## src/rtl/xag_pkg.sv

```systemverilog
package xag_pkg;
   typedef enum logic [1:0] {
      K_LEGACY = 2'b00,
      K_IMM    = 2'b01,
      K_IND    = 2'b10,
      K_SIMPLE = 2'b11
   } xag_kind_t;
endpackage

```

## src/rtl/xag_decode.sv

```systemverilog
module xag_decode
   import xag_pkg::*;
#(
   parameter bit HAS_LONG = 1'b1
) (
   input  logic       f_n,
   input  logic       f_i,
   input  logic       f_b,
   input  logic       f_p,
   input  logic       f_e,
   input  logic [1:0] short_len,
   output xag_kind_t  kind,
   output logic       is_short,
   output logic       illegal,
   output logic       needs_read,
   output logic       long_sel,
   output logic [2:0] len
);
   assign kind     = xag_kind_t'({f_n, f_i});
   assign is_short = (short_len != 2'd0);

   generate
      if (HAS_LONG) begin : g_long
         assign long_sel = f_e && (kind != K_LEGACY);
      end else begin : g_nolong
         assign long_sel = 1'b0;
      end
   endgenerate

   assign illegal    = !is_short && (kind != K_LEGACY) && f_b && f_p;
   assign needs_read = !is_short && !illegal && (kind == K_IND);

   always_comb begin
      if (is_short)      len = {1'b0, short_len};
      else if (long_sel) len = 3'd4;
      else               len = 3'd3;
   end
endmodule

```

## src/rtl/xag_ea.sv

```systemverilog
module xag_ea
   import xag_pkg::*;
#(
   parameter int AW = 20,
   parameter int DW = 12,
   parameter int LW = 15
) (
   input  xag_kind_t        kind,
   input  logic             long_sel,
   input  logic             f_x,
   input  logic             f_b,
   input  logic             f_p,
   input  logic             f_e,
   input  logic [AW-1:0]    field,
   input  logic [AW-1:0]    pc,
   input  logic [AW-1:0]    base_reg,
   input  logic [AW-1:0]    idx_reg,
   output logic [AW-1:0]    ta
);
   localparam int PAD_D = AW - DW;
   localparam int PAD_L = AW - LW;

   generate
      if (LW != DW + 3) begin : g_bad_lw
         $error("legacy width must be displacement width plus three flag bits");
      end
      if (AW <= LW) begin : g_bad_aw
         $error("address width must exceed legacy width");
      end
   endgenerate

   logic [AW-1:0] dsp_u, dsp_s, legacy_a, pc_next, base_sum;

   assign dsp_u    = {{PAD_D{1'b0}}, field[DW-1:0]};
   assign dsp_s    = {{PAD_D{field[DW-1]}}, field[DW-1:0]};
   assign legacy_a = {{PAD_L{1'b0}}, f_b, f_p, f_e, field[DW-1:0]};
   assign pc_next  = pc + AW'(3);

   always_comb begin
      if (kind == K_LEGACY)   base_sum = legacy_a;
      else if (long_sel)      base_sum = field;
      else begin
         unique case ({f_b, f_p})
            2'b10:   base_sum = base_reg + dsp_u;
            2'b01:   base_sum = pc_next + dsp_s;
            default: base_sum = dsp_u;
         endcase
      end
      ta = base_sum + (f_x ? idx_reg : '0);
   end
endmodule

```

## src/rtl/xag_indirect.sv

```systemverilog
module xag_indirect #(
   parameter int AW = 20,
   parameter int WW = 24
) (
   input  logic          clk,
   input  logic          rst_n,
   input  logic          launch,
   input  logic [AW-1:0] ta,
   input  logic          mem_ack,
   input  logic [WW-1:0] mem_rdata,
   output logic          mem_req,
   output logic [AW-1:0] mem_addr,
   output logic          fetch_done,
   output logic [AW-1:0] fetched
);
   generate
      if (WW < AW) begin : g_bad_ww
         $error("word width must hold a full address");
      end
   endgenerate

   logic unused_hi;
   assign unused_hi = ^mem_rdata;

   always_ff @(posedge clk) begin
      if (!rst_n) begin
         mem_req  <= 1'b0;
         mem_addr <= '0;
      end else if (launch) begin
         mem_req  <= 1'b1;
         mem_addr <= ta;
      end else if (mem_req && mem_ack) begin
         mem_req  <= 1'b0;
      end
   end

   assign fetch_done = mem_req && mem_ack;
   assign fetched    = mem_rdata[AW-1:0];

   // request and address stay put until acknowledged
   a_r8_req_hold: assert property (@(posedge clk) disable iff (!rst_n)
      (mem_req && !mem_ack) |=> (mem_req && $stable(mem_addr)));
   // a new read is never launched while one is pending
   a_r8_single_read: assert property (@(posedge clk) disable iff (!rst_n)
      mem_req |-> !launch);
endmodule

```

## src/rtl/xaddr_gen.sv

```systemverilog
module xaddr_gen
   import xag_pkg::*;
#(
   parameter int AW       = 20,
   parameter int WW       = 24,
   parameter int DW       = 12,
   parameter int LW       = 15,
   parameter bit HAS_LONG = 1'b1
) (
   input  logic          clk,
   input  logic          rst_n,
   input  logic          start,
   input  logic [1:0]    short_len,
   input  logic          f_n,
   input  logic          f_i,
   input  logic          f_x,
   input  logic          f_b,
   input  logic          f_p,
   input  logic          f_e,
   input  logic [AW-1:0] field,
   input  logic [AW-1:0] pc,
   input  logic [AW-1:0] base_reg,
   input  logic [AW-1:0] idx_reg,
   output logic          done,
   output logic [2:0]    len,
   output logic          imm_valid,
   output logic          err,
   output logic [AW-1:0] addr,
   output logic          mem_req,
   output logic [AW-1:0] mem_addr,
   input  logic          mem_ack,
   input  logic [WW-1:0] mem_rdata
);
   xag_kind_t     kind;
   logic          is_short, illegal, needs_read, long_sel, accept, launch;
   logic          fetch_done;
   logic [2:0]    dec_len;
   logic [AW-1:0] ta, fetched;

   xag_decode #(.HAS_LONG(HAS_LONG)) u_dec (
      .f_n(f_n), .f_i(f_i), .f_b(f_b), .f_p(f_p), .f_e(f_e),
      .short_len(short_len), .kind(kind), .is_short(is_short),
      .illegal(illegal), .needs_read(needs_read), .long_sel(long_sel),
      .len(dec_len)
   );

   xag_ea #(.AW(AW), .DW(DW), .LW(LW)) u_ea (
      .kind(kind), .long_sel(long_sel), .f_x(f_x), .f_b(f_b), .f_p(f_p),
      .f_e(f_e), .field(field), .pc(pc), .base_reg(base_reg),
      .idx_reg(idx_reg), .ta(ta)
   );

   assign accept = start && !mem_req;
   assign launch = accept && needs_read;

   xag_indirect #(.AW(AW), .WW(WW)) u_ind (
      .clk(clk), .rst_n(rst_n), .launch(launch), .ta(ta),
      .mem_ack(mem_ack), .mem_rdata(mem_rdata), .mem_req(mem_req),
      .mem_addr(mem_addr), .fetch_done(fetch_done), .fetched(fetched)
   );

   always_ff @(posedge clk) begin
      if (!rst_n) begin
         done      <= 1'b0;
         len       <= 3'd0;
         imm_valid <= 1'b0;
         err       <= 1'b0;
         addr      <= '0;
      end else begin
         done <= 1'b0;
         if (accept) begin
            len       <= dec_len;
            imm_valid <= !is_short && !illegal && (kind == K_IMM);
            err       <= illegal;
            if (!needs_read) begin
               done <= 1'b1;
               addr <= (is_short || illegal) ? '0 : ta;
            end
         end else if (fetch_done) begin
            done <= 1'b1;
            addr <= fetched;
         end
      end
   end

   // a result is never reported while a read is still outstanding
   a_r8_done_idle: assert property (@(posedge clk) disable iff (!rst_n)
      done |-> !mem_req);
   // an illegal combination reports a zero address and no immediate
   a_r10_err_zero: assert property (@(posedge clk) disable iff (!rst_n)
      (done && err) |-> (addr == '0 && !imm_valid));
   // register-only forms carry no address, immediate or error
   a_r2_short_clean: assert property (@(posedge clk) disable iff (!rst_n)
      (done && len < 3'd3) |-> (addr == '0 && !imm_valid && !err));
   // a start during a pending read leaves the captured results alone
   a_r11_ignore_busy: assert property (@(posedge clk) disable iff (!rst_n)
      (mem_req && start) |=> ($stable(len) && $stable(err) && $stable(imm_valid)));
   // a reported length is always one of the legal sizes
   a_r6_len_legal: assert property (@(posedge clk) disable iff (!rst_n)
      done |-> (len >= 3'd1 && len <= 3'd4));
endmodule

```

## config.mk

```make
export PLATFORM = sky130hd
export DESIGN_NAME = xaddr_gen
export DESIGN_NICKNAME = d
export VERILOG_FILES = /design/src/rtl/xag_pkg.sv /design/src/rtl/xag_decode.sv /design/src/rtl/xag_ea.sv /design/src/rtl/xag_indirect.sv /design/src/rtl/xaddr_gen.sv
export SDC_FILE = /design/constraint.sdc
export NUM_CORES = 1
export LEC_CHECK = 0
export ABC_AREA = 0
export BUFFER_PORTS_ARGS = -buffer_cell sky130_fd_sc_hd__buf_2
export CORE_MARGIN = 2
export CORE_UTILIZATION = 40
export CTS_BUF_LIST = sky130_fd_sc_hd__clkbuf_4 sky130_fd_sc_hd__clkbuf_8
export CTS_CLUSTER_SIZE = 24
export DETAILED_ROUTE_END_ITERATION = 12
export GPL_TIMING_DRIVEN = 0
export PLACE_DENSITY = 0.75
export SETUP_SLACK_MARGIN = 0.02
export SLEW_MARGIN = 20
export SYNTH_ARGS = -nofsm -noshare
export SYNTH_HDL_FRONTEND = slang
export SYNTH_SLANG_ARGS = --single-unit
```

## constraint.sdc

```tcl
create_clock -name clk -period 4.25 [get_ports clk]
set_input_delay 0.2125 -clock clk [delete_from_list [all_inputs] [get_ports clk]]
set_output_delay 0.2125 -clock clk [all_outputs]
set_load 0.005 [all_outputs]
```

# [After elaboration in Yosys (flattened, before gate mapping)]
# Index checks and enable logic that the tools add are counted.
# W data, S select, Z words.
[classes] mux=15 add_sub_neg=4 n_eq_ne=5 n_reduce_logical=20
[op_table] operator="$mux W20" count=7
[op_table] operator="$add A20 B20 Y20" count=2
[op_table] operator="$pmux W20 S2" count=1
[op_table] operator="$add A20 B12 Y20" count=1
[op_table] operator="$add A20 B2 Y20 const B" count=1
[op_table] operator="$logic_and A1 B1 Y1" count=10
[op_table] operator="$reduce_bool A2 Y1" count=4
[op_table] operator="$mux W3" count=2
[op_table] operator="$mux W1" count=5
[op_table] operator="$eq A2 B1 Y1 const B" count=2
[op_table] operator="$eq A2 B2 Y1 const B" count=2
[op_table] operator="$logic_not A1 Y1" count=3
[op_table] operator="$logic_not A2 Y1" count=1
[op_table] operator="$ne A2 B2 Y1 const B" count=1
[op_table] operator="$reduce_and A2 Y1" count=1
[op_table] operator="$logic_or A1 B1 Y1" count=1
[totals] elab_cells=51 inputBits=116 out_inout_bits=47 ff_bits=47

# [Longest topological paths before layout]
[logic_depth] ltp_word=10 ltp_mapped=24 depth_no_buf=24

# [Cells and area by module]
# A second synthesis with hierarchy kept.
[unflattened] hier_cells=680 area_unflattened_um2=5689.2
[modules_own_cells] mod="xag_ea" area_per_inst_um2=3205.6 seq_area_each_um2=0.0 n_inst=1 cells_per_inst=437
[modules_own_cells] mod="xaddr_gen" area_per_inst_um2=1430.1 seq_area_each_um2=520.5 n_inst=1 cells_per_inst=143
[modules_own_cells] mod="xag_indirect" area_per_inst_um2=974.7 seq_area_each_um2=420.4 n_inst=1 cells_per_inst=89
[modules_own_cells] mod="xag_decode" area_per_inst_um2=78.8 seq_area_each_um2=0.0 n_inst=1 cells_per_inst=11

# [Least setup slack after synthesis]
# No wires, ideal clock.
[synth_path] path_kind="input port to flip-flop" from="input port field[1]" to="register addr[18]" setup_ns=0.122 path_buffers=0 required_ns=4.128 slack_ns=0.054 stages=23 arrival_time_ns=4.074 path_cell_list="inv_1 -> ha_1 -> inv_1 -> ha_1 -> fa_1 -> a21o_2 -> nand4_1 -> nand3_1 -> a21o_1 -> a21oi_1 -> xnor2_1 -> a221oi_1 -> nor2_1 -> ha_1 -> o21a_1 -> and2_1 -> nor2_1 -> o211ai_1 -> a32oi_1 -> a21oi_1 -> xor2_1 -> a221oi_1 -> nor2_1"
[synth_between] elab_chain_len=8 elab_cells_between_ends=9 classes_between="add/sub: 3; mux: 6"
[synth_rtl] item="start, declared" line_no="xaddr_gen.sv:20" source="input logic [AW-1:0] field,"
[synth_rtl] item="$add A20 B20 Y20 / $add A20 B12 Y20 (equally long branches)" line_no="xag_ea.sv:45, xag_ea.sv:44"
[synth_rtl] item="$pmux W20 S2" line_no="xag_ea.sv:43" source="unique case ({f_b, f_p})"
[synth_rtl] item="$mux W20" line_no="xag_ea.sv:41" source="else if (long_sel) base_sum = field;"
[synth_rtl] item="$mux W20 (*)" line_no="xag_ea.sv:40" source="if (kind == K_LEGACY) base_sum = legacy_a;"
[synth_rtl] item="$add A20 B20 Y20 (*)" line_no="xag_ea.sv:49" source="ta = base_sum + (f_x ? idx_reg : '0);"
[synth_rtl] item="$mux W20 (*)" line_no="xaddr_gen.sv:77" source="addr <= (is_short || illegal) ? '0 : ta;"
[synth_rtl] item="$mux W20 (*)" line_no="xaddr_gen.sv:75" source="if (!needs_read) begin"
[synth_rtl] item="$mux W20 (*)" line_no="xaddr_gen.sv:71" source="if (accept) begin"
[synth_rtl] item="end signal, assigned" line_no="xaddr_gen.sv:77"
[synth_rtl] item="end signal, assigned" line_no="xaddr_gen.sv:81" source="addr <= fetched;"
[synth_rtl] item="end, declared" line_no="xaddr_gen.sv:28" source="output logic [AW-1:0] addr,"
# Every way passes the cells marked *; elsewhere a longest branch is shown, timed or not. The select of a mux whose other input is x is not followed.
# A chain may end at the register's enable or synchronous reset.

# [Final worst setup path]
[layout_path] from="input port field[1]" to="register u_ind.mem_addr[19]"
[layout_between] elab_chain_len=5 elab_cells_between_ends=6 classes_between="add/sub: 3; mux: 3"
[layout_rtl] item="$add A20 B20 Y20 / $add A20 B12 Y20 (equally long branches)" line_no="xag_ea.sv:45, xag_ea.sv:44"
[layout_rtl] item="$pmux W20 S2" line_no="xag_ea.sv:43"
[layout_rtl] item="$mux W20" line_no="xag_ea.sv:41"
[layout_rtl] item="$mux W20 (*)" line_no="xag_ea.sv:40"
[layout_rtl] item="$add A20 B20 Y20 (*)" line_no="xag_ea.sv:49"
[layout_rtl] item="end signal, assigned" line_no="xag_indirect.sv:31" source="mem_addr <= ta;"
[layout_rtl] item="end, declared" line_no="xag_indirect.sv:12" source="output logic [AW-1:0] mem_addr,"
# Every way passes the cells marked *; elsewhere a longest branch is shown, timed or not.

==> impl_metrics.json <==
{
  "drcViolationCount": 0,
  "dr.max_layer_used": "met4",
  "worst_ir_drop_vdd_uv": 124,
  "core_area_mm2": 0.0121,
  "synthCells": 653,
  "clk_pin_slew_worst_paths_ps": 90,
  "sw_frac_of_total_pct": 38.9,
  "die_x_um": 116,
  "placementRows": 40,
  "leakage_nw": 3.04,
  "max-slew-margin-rel_pct": 35.8,
  "arrival_ps": 4300,
  "ant_nets": 0,
  "synthDistinctLibCells": 54,
  "cts_made_buffers": 5,
  "grt_pass1_wl_mm": 23.7,
  "num_io_pins": 163,
  "cts_root_buf": "clkbuf_8",
  "final_layout_size_suffix_gt1_share_pct": 25.4,
  "p_int_mw": 0.919,
  "cts_sinks": 47,
  "clkLatencyLatePin_ps": 300,
  "power_switching_mw": 0.584,
  "wl_mm": 15.2,
  "drv_cap": 0,
  "synth-main-ff-cell": "dfxtp_1",
  "yosysWarnings": 0,
  "fin_hold_ws_ps": 137,
  "path_max_fanout": 3,
  "worst_pin_slew_ps": 964,
  "final_cell_mix": "buf_2 (158), nand2_1 (70), ha_1 (68), nor2_1 (66), dfxtp_1 (47)",
  "final_common_cell": "buf_2",
  "htree_levels": 2,
  "fin_util_pct": 52.3,
  "finalSetupViolCount": 0,
  "min_period_over_period_pct": 96.4,
  "dr_total_vias": 5344,
  "p_seq_share_pct": 31.3,
  "grt_pass1_vias": 5019,
  "antenna_found_initial": 1,
  "synth_edf_count": 0,
  "start_util_pct": 41.3,
  "pwr-share-clk_pct": 18.4,
  "status": "finished, final reports clean",
  "period_minus_slack_ps": 4100,
  "route.met2.wl_mm": 7.16,
  "wl_per_cell_um": 15.2,
  "end_kind": "flip-flop",
  "cp-start-kind": "input port",
  "grt_max_degree": 15,
  "gp_congestion": 0.937,
  "cts_tree": "done",
  "comb_power_share_pct": 50.3,
  "p_per_area_mw_per_mm2": 237,
  "grt_overflow": 0,
  "synth-seq-cells": 47,
  "vias_per_cell": 5.34,
  "drt_iter0_drc": 399,
  "syn-num-nets": 843,
  "async_flop_share_pct": 0,
  "drv_slew": 0,
  "min_path_type": "input port to flip-flop",
  "met1Wirelength_mm": 6.90,
  "area_growth_syn_to_layout_pct": 26.6,
  "dr.pass1.iters": 6,
  "required_ps": 4450,
  "track_usage_pct": 21.8,
  "nets": 1021,
  "skew_ps": 3.59,
  "cts_buffer_depth": 2,
  "wl_met3_um": 930,
  "synth_area_mm2": 0.00500,
  "syn_avg_cell_area_um2": 7.66,
  "detailedPlacementHpwl_mm": 12.4,
  "port_buffers": 158,
  "seq_area_frac_synth_pct": 18.8,
  "critPathKind": "input port to flip-flop",
  "hold_viol_final": 0,
  "dieArea_mm2": 0.0134,
  "fmax_ghz": 0.244,
  "chipHeight_um": 116
}
-- final cells by class --
class                           count  area (um2)
Antenna cell                        1        2.50
Sequential cell                    47         941
Fill cell                        1242        5780
Multi-Input combinational cell    557        4020
Tap cell                          168         210
Timing Repair Buffer              171         888
Clock buffer                        6        76.3
Clock inverter                      2        12.5
Buffer                             26        97.6
Inverter                           23        86.3
-- layer usage --
layer,vias to the layer above,GRT usage [%]
met5,-,0
met4,0,5.79
met3,15,2.93
met2,192,37.5
met1,2406,28.9
li1,2731,-
-- synth_stat cells, types with 2 or more instances --
| library cell | count | share of area, % |
|---|---|---|
| o21a_1 | 4 | 0.60 |
| o21ai_0 | 29 | 2.9 |
| nand4_1 | 2 | 0.25 |
| and2_1 | 23 | 2.9 |
| a32oi_1 | 3 | 0.53 |
| nor2b_1 | 9 | 1.1 |
| a22oi_1 | 3 | 0.45 |
| nand2b_1 | 6 | 0.75 |
| inv_1 | 23 | 1.7 |
| dfxtp_1 | 47 | 19 |
| nand3_1 | 23 | 2.3 |
| o31ai_1 | 2 | 0.30 |
| fa_1 | 3 | 1.2 |
| a21oi_1 | 47 | 4.7 |
| a21boi_0 | 17 | 2.6 |
| a211oi_1 | 2 | 0.30 |
| nor2_1 | 66 | 5.0 |
| o211ai_1 | 5 | 0.75 |
| or3_1 | 7 | 0.88 |
| and3_1 | 4 | 0.50 |
| o21bai_1 | 6 | 0.90 |
| o221ai_1 | 5 | 0.88 |
| a31oi_1 | 6 | 0.75 |
| o21ai_1 | 3 | 0.30 |
| a21o_1 | 18 | 2.7 |
| nor3b_1 | 12 | 1.8 |
| xor2_1 | 15 | 2.6 |
| nand2_1 | 70 | 5.3 |
| a221oi_1 | 26 | 4.6 |
| nor3_1 | 10 | 1.0 |
| clkbuf_1 | 26 | 2.0 |
| ha_1 | 71 | 18 |
| o211a_1 | 4 | 0.80 |
| a211o_1 | 2 | 0.35 |
| nor4_1 | 2 | 0.25 |
| xnor2_1 | 33 | 5.8 |
| a2111oi_0 | 2 | 0.35 |
-- metrics by stage --
stage | cells | TNS (ps) | total power [mW] | worst slack [ps] | area (um2)
2_1_floorplan | 653 | 0 | 0.961 | 54.3 | 5000
5_1_grt | 1000 | -181 | 1.61 | -61.6 | 6330
4_1_cts | 990 | 0 | 1.45 | 7.80 | 6140
6_report | 1001 | 0 | 1.50 | 154 | 6340
3_3_place_gp | 979 | -4430 | 1.16 | -579 | 6000
3_5_place_dp | 979 | -4630 | 1.17 | -561 | 6000
-- what timing repair did --
| action | 4_1_cts | 5_1_grt |
|---|---|---|
| setup endpoints to repair | 9 | 18 |
| setup buffers | 3 | 10 |
| gates resized for setup | 7 | 28 |
| pin swaps | 6 | 26 |
| hold buffers | 0 | 0 |
-- final timing paths --
path	depth (start not counted)	slack, ps	end	from
setup / recovery	26	150	u_ind.mem_addr[19]	field[1]
hold / removal	3	140	addr[16]	mem_rdata[16]
setup reg to reg	8	1740	addr[8]	u_ind.mem_req
hold reg to reg	2	460	u_ind.mem_addr[18]	u_ind.mem_addr[18]
-- power groups by stage --
stage	Combinational [mW]	Sequential (mW)	Clock [mW]
after floorplan	0.480	0.481	0
after CTS	0.701	0.470	0.278
after detailed placement	0.687	0.480	0
after global placement	0.680	0.480	0
final	0.756	0.470	0.277
after global routing	0.841	0.472	0.297
-- critical path, cell delays in order --
cell,delay (ps)
buf_2,100
inv_2,50
ha_1,270
inv_1,60
ha_4,160
fa_2,340
a21o_2,210
nand4_1,130
and4_4,250
or2_4,140
o21bai_2,60
a21oi_2,130
xnor2_1,100
a22oi_1,190
o22ai_1,110
ha_1,340
nand3_2,120
a2111oi_4,320
o21ai_2,140
a31oi_2,210
buf_4,140
nand3_1,70
nand2_1,60
a21oi_1,60
xnor3_1,250
o21ai_1,80
-- logic make-up (layout without fill, tap and decap cells) --
group                    after synthesis  in the layout  share of synthesized area, %
AND/OR/NAND/NOR                      238            238                          22.7
AO/OA/AOI/OAI                        195            195                          26.8
adder cells (fa/ha/maj)               74             74                          19.0
XOR/XNOR                              49             49                          8.85
buffers and inverters                 49            228                          3.68
flip-flops                            47             47                          18.8
multiplexers                           1              1                         0.200
other                                  0              1                             0
-- flip-flops by register name, summed over array words and instances, names as in the netlist --
name	cells
len	3
done	1
err	1
u_ind.mem_req	1
imm_valid	1
addr	20
u_ind.mem_addr	20
No activity file was read; power rests on OpenSTA's default activity.
